==> src/rtl/tgc_pkg.sv <==
package tgc_pkg;
    // edge detector states
    typedef enum logic [1:0] {
        ES_SEED = 2'd0,
        ES_LOW  = 2'd1,
        ES_HIGH = 2'd2
    } edge_st_t;

    // source code that routes a constant low on every path
    localparam int LOW_CODE = 31;
endpackage

==> src/rtl/tgc_src_mux.sv <==
module tgc_src_mux #(
    parameter int N_LINES = 48,
    parameter int SEL_W   = 6
) (
    input  logic [N_LINES-1:0] lines,
    input  logic [SEL_W-1:0]   sel,
    input  logic               code0_val,
    output logic               sig
);
    import tgc_pkg::*;

    localparam logic [SEL_W-1:0] LOW_SEL = SEL_W'(LOW_CODE);

    always_comb begin
        sig = 1'b0;
        for (int i = 0; i < N_LINES; i++) begin
            if (sel == SEL_W'(i)) sig = lines[i];
        end
        if (sel == LOW_SEL) sig = 1'b0;
        if (sel == '0)      sig = code0_val;
    end
endmodule

==> src/rtl/tgc_edge_fsm.sv <==
module tgc_edge_fsm (
    input  logic clk,
    input  logic rst_n,
    input  logic lvl,
    output logic fire
);
    import tgc_pkg::*;

    edge_st_t st_q, st_d;

    always_comb begin
        st_d = st_q;
        unique case (st_q)
            ES_SEED: st_d = lvl ? ES_HIGH : ES_LOW;
            ES_LOW:  st_d = lvl ? ES_HIGH : ES_LOW;
            ES_HIGH: st_d = lvl ? ES_HIGH : ES_LOW;
            default: st_d = ES_SEED;
        endcase
    end

    always_ff @(posedge clk or negedge rst_n) begin
        if (!rst_n) st_q <= ES_SEED;
        else        st_q <= st_d;
    end

    // output process: fire only on the low-to-high transition
    always_comb begin
        fire = 1'b0;
        unique case (st_q)
            ES_SEED: fire = 1'b0;
            ES_LOW:  fire = lvl;
            ES_HIGH: fire = 1'b0;
            default: fire = 1'b0;
        endcase
    end
endmodule

==> src/rtl/trig_gate_cond.sv <==
module trig_gate_cond #(
    parameter int N_LINES = 48,
    parameter int SEL_W   = 6
) (
    input  logic               clk,
    input  logic               rst_n,
    input  logic [N_LINES-1:0] line_bus,
    input  logic               sw_start,
    input  logic               int_tc,
    input  logic [SEL_W-1:0]   start_sel,
    input  logic               start_pol,
    input  logic               start_edge_en,
    input  logic [SEL_W-1:0]   upd_sel,
    input  logic               upd_pol,
    input  logic               gate_en,
    input  logic               gate_pol,
    input  logic [SEL_W-1:0]   gate_sel,
    output logic               start_pulse,
    output logic               update_pulse,
    output logic               gate_ok
);
    logic st_raw, up_raw, gt_raw;
    logic st_lvl, up_lvl;
    logic st_fire, up_fire;
    logic gate_open;

    tgc_src_mux #(.N_LINES(N_LINES), .SEL_W(SEL_W)) u_st_mux (
        .lines(line_bus), .sel(start_sel), .code0_val(sw_start), .sig(st_raw));
    tgc_src_mux #(.N_LINES(N_LINES), .SEL_W(SEL_W)) u_up_mux (
        .lines(line_bus), .sel(upd_sel), .code0_val(int_tc), .sig(up_raw));
    tgc_src_mux #(.N_LINES(N_LINES), .SEL_W(SEL_W)) u_gt_mux (
        .lines(line_bus), .sel(gate_sel), .code0_val(1'b0), .sig(gt_raw));

    assign st_lvl = st_raw ^ start_pol;
    assign up_lvl = up_raw ^ upd_pol;

    tgc_edge_fsm u_st_edge (.clk(clk), .rst_n(rst_n), .lvl(st_lvl), .fire(st_fire));
    tgc_edge_fsm u_up_edge (.clk(clk), .rst_n(rst_n), .lvl(up_lvl), .fire(up_fire));

    always_comb begin
        gate_open = !gate_en || (gate_sel == '0) || (gt_raw ^ gate_pol);
    end

    always_ff @(posedge clk or negedge rst_n) begin
        if (!rst_n) begin
            start_pulse  <= 1'b0;
            update_pulse <= 1'b0;
            gate_ok      <= 1'b0;
        end else begin
            start_pulse  <= start_edge_en ? st_fire : st_lvl;
            update_pulse <= up_fire & gate_open;
            gate_ok      <= gate_open;
        end
    end
endmodule

==> config.mk <==
export PLATFORM = sky130hd
export DESIGN_NAME = trig_gate_cond
export DESIGN_NICKNAME = d
export VERILOG_FILES = /design/src/rtl/tgc_pkg.sv /design/src/rtl/tgc_src_mux.sv /design/src/rtl/tgc_edge_fsm.sv /design/src/rtl/trig_gate_cond.sv
export SDC_FILE = /design/constraint.sdc
export NUM_CORES = 1
export LEC_CHECK = 0
export BUFFER_PORTS_ARGS = -buffer_cell sky130_fd_sc_hd__buf_2
export CAP_MARGIN = 5
export CORE_MARGIN = 3
export CORE_UTILIZATION = 36
export DETAILED_ROUTE_END_ITERATION = 8
export GPL_TIMING_DRIVEN = 0
export SYNTH_ARGS = -nofsm -noshare
export SYNTH_HDL_FRONTEND = slang
export SYNTH_SLANG_ARGS = --single-unit
export TNS_END_PERCENT = 50
==> constraint.sdc <==
create_clock -name clk -period 1.25 [get_ports clk]
set_clock_uncertainty 0.05 [all_clocks]
set_input_delay 0.0625 -clock clk [delete_from_list [all_inputs] [get_ports clk]]
set_output_delay 0.0625 -clock clk [all_outputs]
set_load 0.005 [all_outputs]
# ---- After elaboration in Yosys (flattened, before gate mapping)
# Index checks and enable logic that the tools add are counted.
dict set report totals {
  wordCells 315
  output_inout_bits 3
  register_bits 7
}
dict set report op_classes {
  bitwise 4
  n_mux 151
  eq_ne 145
  reduce_logical 10
}
# operator count
set op_table {}
lappend op_table {{$eq 6x5->1 const B} 48}
lappend op_table {{$eq 6x6->1 const B} 48}
lappend op_table {{$mux 1} 147}
lappend op_table {{$eq 6x4->1 const B} 24}
lappend op_table {{$eq 6x3->1 const B} 12}
lappend op_table {{$eq 6x2->1 const B} 6}
lappend op_table {{$eq 6x1->1 const B} 3}
lappend op_table {{$logic_not 6->1} 3}
lappend op_table {{$mux 2} 4}
lappend op_table {{$reduce_or 3->1} 2}
lappend op_table {{$eq 2x1->1 const B} 2}
lappend op_table {{$eq 2x2->1 const B} 2}
lappend op_table {{$logic_not 2->1} 2}
lappend op_table {{$xor 1x1->1} 3}
lappend op_table {{$logic_or 1x1->1} 2}
lappend op_table {{$and 1x1->1} 1}
lappend op_table {{$logic_not 1->1} 1}

# ---- Logic depth before layout (Yosys ltp)
# Gate-level depths: netlist (run 1).
dict set report depth {
  word_depth 52
  depth_mapped 11
  depth_no_buf 8
}

# ---- Modules after synthesis
# Synthesis (run 1) repeated with hierarchy kept, for this count alone.
dict set report unflattened {
  cells_unflattened 450
  area_unflattened_um2 3457.1
}
# module cells_per_inst instances area_each_um2
set modules_own_cells {}
lappend modules_own_cells {tgc_src_mux 143 3 1054.8}
lappend modules_own_cells {trig_gate_cond 11 1 150.1}
lappend modules_own_cells {tgc_edge_fsm 5 2 71.3}

# ---- Least setup slack after synthesis (run 1)
# No wires, ideal clock.
dict set report synth_timing {
  kind {input-to-reg}
  startpoint {input port upd_sel[0]}
  endpoint {register update_pulse}
  arrival_ns 1.868
  path_buffers 1
  path_slack_ns -0.790
  setup_time_ns 0.122
  stages 9
  cell_sequence {buf_6 -> mux2_4 -> o221ai_2 -> or4b_1 -> o211ai_2 -> a211oi_2 -> a211oi_2 -> xor2_1 -> a2111oi_1}
}
dict set report synth_between {
  elab_chain_len 52
  word_cells_on_any_way 99
}
# item line
set synth_lines {}
lappend synth_lines {{start, declared} trig_gate_cond.sv:13} ;# input logic [SEL_W-1:0] upd_sel,
lappend synth_lines {{$eq 6x1->1} tgc_src_mux.sv:17} ;# if (sel == SEL_W'(i)) sig = lines[i];
lappend synth_lines {{$mux 1 (46 in a row)} tgc_src_mux.sv:17}
lappend synth_lines {{$mux 1} tgc_src_mux.sv:19} ;# if (sel == LOW_SEL) sig = 1'b0;
lappend synth_lines {{$mux 1 (*)} tgc_src_mux.sv:20} ;# if (sel == '0) sig = code0_val;
lappend synth_lines {{$xor 1x1->1 (*)} trig_gate_cond.sv:35} ;# assign up_lvl = up_raw ^ upd_pol;
lappend synth_lines {{$mux 1 (*)} tgc_edge_fsm.sv:29} ;# unique case (st_q)
lappend synth_lines {{$and 1x1->1 (*)} trig_gate_cond.sv:51} ;# update_pulse <= up_fire & gate_open;
lappend synth_lines {{end signal, assigned} trig_gate_cond.sv:51}
lappend synth_lines {{end, declared} trig_gate_cond.sv:19} ;# output logic update_pulse,
# Mark *: on every way between the ends. The rest lies on a longest branch, timed or not.

# ---- Worst setup path in the final report (run 1)
dict set report layout_timing {
  startpoint {input port upd_sel[1]}
  endpoint {register update_pulse}
}
# Same word-level chain as after synthesis.

==> out/results.ini, run 1 <==
[outcome]
status = complete, but fails checks
violations = negative setup slack

[placement]
gp_congestion = 0.990
dpl.hpwl_um = 7910
portBuffers = 68

[cells_and_area]
antenna_cells = 0
nets = 497
layout-drive-gt1-share_pct = 37.1
final_cell_mix = buf_2 (73), nor2_1 (28), a21oi_1 (28), mux2i_1 (27), o21ai_0 (18)
layout_commonest_cell = buf_2
area_delta_synth_final_pct = 31.5

[worst_hold_path]
worstHoldPathCells = 3
hp-class = in2reg

[logic_synthesis]
syn_inst = 339
ys_async_sr_fraction_pct = 100
syn_area_per_cell_um2 = 7.40
ys_warn_count = 0
synth_fp_nets = 414
netlist_area_um2 = 2510
ys_seq_area_share_pct = 6.98
synth_edf_count = 0
synthDistinctLibCells = 74
ys_ff_latch = 7
ys.flop_type = dfrtp_1

[critical_path]
start_kind = primary input
cp_cell_sequence = buf_6 -> buf_8 -> buf_4 -> nor2_1 -> nand3_1 -> a32oi_1 -> a31oi_2 -> a211oi_2 -> a211oi_2 -> xor2_2 -> a2111oi_2
crit_top_cell = a211oi_2
crit_required_ns = 1.31
path_class = in2reg
cp_data_arrival_time_ns = 2.09
max_stage_delay_ns = 0.29
cp_slowest_cell = nor2_1
reg2reg_depth = 2
crit_path_end_kind = flip-flop
cp_max_fo = 8

[floorplanning]
die-area_um2 = 8010
ioPinCount = 78
fp.dieW_um = 89.5
coreArea_um2 = 6530
initial_utilization_pct = 38.4
die_h_um = 89.5
num_rows = 29

[timing]
maxSlewViolCount = 0
grt_setup_unrepaired = yes
whs_ns = 0.0628
tightest_slew_ns = 0.411
setup_violations = 7
finalWorstSetupSlack_ns = -0.779
max_freq_ghz = 0.493
min_period_over_period_pct = 162
post-route-min-period_ns = 2.03
relSlewSlack_pct = 72.4
hold_violations = 0

[routing]
vias = 3201
dr.pass1.iters = 5
route.detailed.drc = 0
wire_per_inst_um = 20.2
drtIter0Drc = 275
drt_wl_total_um = 10100
vias_per_cell = 6.43
ant_nets = 0

[global_routing]
grt_max_degree = 11
grt_pass1_wl_um = 15300
grt_pass1_vias = 2986
groute.usage.overall_pct = 24.6
antenna_found_initial = 1
grt-ovfl-total = 0

[clocking]
h-tree-depth = 1
clock_latency_ns = 0.22
cts_root_buf = clkbuf_8
clk_pin_slew_worst_paths_ns = 0.04
numCtsBuffers = 3
cts_tree = done
clkSinkCount = 7
cts_buffer_depth = 2

[run]
max-cap-violations = 0

[power_and_ir_drop]
ir_worst_vdd_v = 0.000386
power.total_w = 0.00179
power_density_nw_per_um2 = 544
p_leak_nw = 1.39

==> power by group <==
| part | internal (W) | switching (W) |
|---|---|---|
| Combinational | 0.000530 | 0.000637 |
| Sequential | 0.000284 | 0.0000371 |
| Clock | 0.000220 | 0.0000873 |
==> flip-flops by register name, indices dropped and copies added (netlist names) <==
register        flops
update_pulse        1
u_st_edge.st_q      2
u_up_edge.st_q      2
start_pulse         1
gate_ok             1
==> cell type report <==
type | count | area, um2
Fill cell | 659 | 3230
Tap cell | 77 | 96.3
Inverter | 12 | 48.8
Clock buffer | 4 | 45.0
Buffer | 29 | 250
Multi-Input combinational cell | 290 | 2210
Timing Repair Buffer | 79 | 477
Sequential cell | 7 | 175
==> synth_stat cells (all sizes together) (3+ instances only) <==
cell type | number | share of area (%)
nor2b | 16 | 4.0
a221o | 3 | 1.2
and3 | 5 | 1.2
a211oi | 4 | 1.6
nand2b | 11 | 2.7
o22ai | 7 | 1.7
mux2i | 28 | 11
nand3 | 8 | 1.6
inv | 12 | 1.8
nor2 | 28 | 4.2
a21oi | 29 | 5.8
clkbuf | 5 | 0.80
o31ai | 3 | 0.90
mux2 | 11 | 5.1
nor4b | 3 | 1.3
a32o | 3 | 1.2
nor3 | 13 | 2.8
o211ai | 4 | 1.4
nand2 | 17 | 2.5
mux4 | 5 | 4.5
a31oi | 11 | 2.7
o21ai | 23 | 4.6
buf | 25 | 7.2
a32oi | 5 | 1.7
nor3b | 4 | 1.2
a22oi | 3 | 0.90
dfrtp | 7 | 7.0
o31a | 3 | 1.0
nor4 | 4 | 1.2
==> per-layer routing <==
metal  vias to the layer above  track usage [%]  share of wire [%]
met5                         -                0               0.14
met4                         2             6.50                2.8
met3                        34             2.40                8.2
met2                       182             40.5                 46
met1                      1508             34.2                 43
li1                       1475                -                  -
==> timing repair <==
action                                  CTS  global route
buffers inserted                          6             2
hold buffers                              2             0
hold endpoints to repair                  8             0
resized for setup                        41            12
pin swaps                                14            12
gates cloned                              1             0
endpoints found under the setup margin    7             7
==> cell families after synthesis <==
kind of cell              after synthesis  share of synthesized area [%]
and+or+nand+nor                       117                           25.3
AOI/OAI and AO/OA                     126                           36.1
muxes                                  44                           20.7
buffers and inverters                  42                           9.82
xor gates and xnor gates                3                           1.05
DFF                                     7                           6.98
==> per-stage QoR <==
step           cells  cell area [um2]  setup slack (ns)  TNS, ns  utilization [%]
6_report         498             3300            -0.779    -3.66             50.5
3_3_place_gp     484             2950             -1.14    -6.72             45.2
4_1_cts          497             3240            -0.829    -3.67             49.7
5_1_grt          498             3300            -0.888    -4.63             50.5
3_5_place_dp     484             2950             -1.13    -6.75             45.2
2_1_floorplan    339             2520            -0.685    -3.91                -
==> path summary, 6_finish.rpt <==
path / start / endpoint / slack (ns)
worst max-delay path: upd_sel[1] / update_pulse$_DFF_PN0_ / -0.78
worst min-delay path: gate_pol / gate_ok$_DFF_PN0_ / 0.06
worst max register to register: u_up_edge.st_q[0]$_DFF_PN0_ / update_pulse$_DFF_PN0_ / 0.33
worst min register to register: u_st_edge.st_q[0]$_DFF_PN0_ / u_st_edge.st_q[1]$_DFF_PN0_ / 0.42
max in group asynchronous: rst_n / u_st_edge.st_q[0]$_DFF_PN0_ / 0.84
min in group asynchronous: rst_n / start_pulse$_DFF_PN0_ / 0.15
==> critical path, delay by kind of cell <==
family,cells,cell delay [ns]
xor+xnor,1,0.23
compound gates,5,0.99
simple gates,2,0.42
buf+inv,3,0.37
Note: power is estimated with default switching activity, not from simulation.
==> run 2, diff against run 1 <==
--- a/config.mk
+++ b/config.mk
@@ -9,2 +9,3 @@
 export CAP_MARGIN = 5
+export CORE_ASPECT_RATIO = 2
 export CORE_MARGIN = 3
==> constraint.sdc (replaced) <==
create_clock -name clk -period 1.25 [get_ports clk]
set_clock_uncertainty 0.05 [all_clocks]
set_input_delay 0.1875 -clock clk [delete_from_list [all_inputs] [get_ports clk]]
set_output_delay 0.1875 -clock clk [all_outputs]
set_load 0.005 [all_outputs]
==> run 2 against run 1 <==
Effect of this change: the run still ends with negative setup slack left; core utilization rose by 2.0 points; first-iteration DRC count fell by 21%; routed wire length rose by 10%; sequential share of layout area fell by 0.31 points; cell count rose by 2.2%; non-clock buffer count did not move; maximum frequency fell by 3.4%; worst hold slack improved by 0.0089 ns; register-to-register slack improved by 0.02 ns; sequential power barely moved; power rose by 18%; flip-flop and latch count did not move; critical endpoint is now u_up_edge.st_q[0]$_DFF_PN0_.
==> out/results.ini, run 2 (synthesis gave the netlist of run 1 again) <==
[cells_and_area]
top_regs = u_st_edge.st_q: 2 flops, u_up_edge.st_q: 2 flops
antenna_cells = 0
nets = 497
final_cell_mix = buf_2 (74), a21oi_1 (28), mux2i_1 (27), nor2_1 (27), nand2_1 (17)
layout-drive-gt1-share_pct = 39.2
area_delta_synth_final_pct = 39.7
layout_commonest_cell = buf_2

[routing]
wire_per_inst_um = 21.8
vias = 3260
route.detailed.drc = 0
vias_per_cell = 6.40
dr.pass1.iters = 5
ant_nets = 0
drtIter0Drc = 217
drt_wl_total_um = 11100

[critical_path]
reg2reg_depth = 2
cp_slowest_cell = xor2_2
start_kind = primary input
rr_startpoint = u_up_edge.st_q[0]$_DFF_PN0_
rr_endpoint = update_pulse$_DFF_PN0_
regToRegSetupSlack_ns = 0.35
cp_cell_sequence = buf_8 -> buf_8 -> buf_12 -> mux2i_1 -> a21oi_1 -> a221o_1 -> a31oi_4 -> a211oi_2 -> a211oi_2 -> xor2_2 -> a21boi_2
max_stage_delay_ns = 0.32
crit_path_end_kind = flip-flop
path_class = in2reg
crit_required_ns = 1.36
cp_max_fo = 6
cp_data_arrival_time_ns = 2.21

[floorplanning]
coreArea_um2 = 6670
ioPinCount = 78
initial_utilization_pct = 37.6
die_h_um = 124
fp.dieW_um = 65.0
num_rows = 42
die-area_um2 = 8070

[clocking]
clk_pin_slew_worst_paths_ns = 0.03
numCtsBuffers = 3
h-tree-depth = 1
cts_tree = done
clock_latency_ns = 0.23
cts_buffer_depth = 2
cts_root_buf = clkbuf_16
clkSinkCount = 7

[global_routing]
grt-busiest-layer = met2
antenna_found_initial = 0
groute.layer.met3.usage_pct = 1.90
grt_pass1_wl_um = 17000
grtUsageMet2_pct = 52.9
groute.usage.overall_pct = 27.2
grt_max_degree = 11
grt-ovfl-total = 0
grt_pass1_vias = 3283
met1_usage_pct = 26.6

[timing]
finalWorstSetupSlack_ns = -0.851
max_freq_ghz = 0.476
tightest_slew_ns = 0.432
post-route-min-period_ns = 2.10
whs_ns = 0.0718
relSlewSlack_pct = 71.1
setup_violations = 7
min_period_over_period_pct = 168
hold_violations = 0
tns_ns = -4.49
maxSlewViolCount = 0
grt_setup_unrepaired = yes

[outcome]
status = complete, but fails checks
violations = negative setup slack

[worst_hold_path]
hp-class = in2reg
hold_path_startpoint = start_edge_en
worstHoldPathCells = 2
whs_endpoint = start_pulse$_DFF_PN0_

[run]
max-cap-violations = 0

[power_and_ir_drop]
ir_worst_vdd_v = 0.000304
p_leak_nw = 1.45
power_density_nw_per_um2 = 604

[placement]
dpl.hpwl_um = 8970
portBuffers = 68
gp_congestion = 1.03

[run 2: cell types whose count changed in the layout (fill, tap and decap cells not counted), moves of 2 or more]
| cell | delta |
|---|---|
| buf_4 | -8 |
| buf_8 | +4 |
| clkbuf_16 | +3 |
| clkbuf_8 | -3 |
| buf_16 | +2 |
| clkbuf_4 | +2 |
| nor4_1 | -2 |
| o21ai_0 | -2 |
[run 2: per-layer routing]
metal | vias to the layer above | share of wire (%) | wire, um
met1 | 1540 | 33 | 3680
met4 | 0 | 6.8 | 757
met3 | 55 | 5.4 | 597
li1 | 1484 | - | -
met2 | 181 | 55 | 6070
met5 | - | 0 | 0
[run 2: worst max-delay path by stage]
stage,from,end,slack [ns],cells past startpoint
2_1_floorplan,upd_sel[0],update_pulse$_DFF_PN0_,-0.81,9
3_3_place_gp,start_sel[1],u_st_edge.st_q[0]$_DFF_PN0_,-1.24,10
3_5_place_dp,start_sel[1],u_st_edge.st_q[0]$_DFF_PN0_,-1.24,10
4_1_cts,upd_sel[1],update_pulse$_DFF_PN0_,-0.87,11
5_1_grt,upd_sel[1],update_pulse$_DFF_PN0_,-0.91,11
6_report,upd_sel[1],u_up_edge.st_q[0]$_DFF_PN0_,-0.85,11
[run 2: critical path, delay by kind of cell]
family / cells / cell delay (ns)
XOR/XNOR: 1 / 0.32
buffers and inverters: 3 / 0.35
multiplexers: 1 / 0.20
AO/OA/AOI/OAI: 6 / 1.15
[run 2: layout make-up]
cell class | count | area, um2
plain buffers | 29 | 283
clock buffers | 4 | 78.8
multi-input cells | 290 | 2280
fillers | 684 | 3170
well taps | 88 | 110
inverters | 12 | 52.6
flip-flops and latches | 7 | 175
repair buffers | 79 | 524
[run 2: timing repair]
action,4_1_cts,5_1_grt
hold endpoints to repair,7,0
endpoints found under the setup margin,7,7
hold buffers,1,0
pin swaps,27,12
gates cloned,3,0
gates resized for setup,63,15
buffers inserted,4,3
[run 2: power breakdown]
part | leakage [nW] | switching (W) | internal, W
registers | 0.0848 | 0.0000396 | 0.000284
logic | 1.32 | 0.000683 | 0.000574
clock network | 0.0382 | 0.000113 | 0.000424
[run 2: per-stage QoR]
step                worst slack (ns)  cell area (um2)  util, %  instances  power (W)
floorplan                     -0.810             2520        -        339   0.000958
global placement               -1.24             2970     44.5        495    0.00135
detailed placement             -1.24             2970     44.5        495    0.00135
CTS                           -0.865             3410     51.1        507    0.00204
global route                  -0.905             3500     52.5        509    0.00222
finish                        -0.851             3500     52.5        509    0.00212
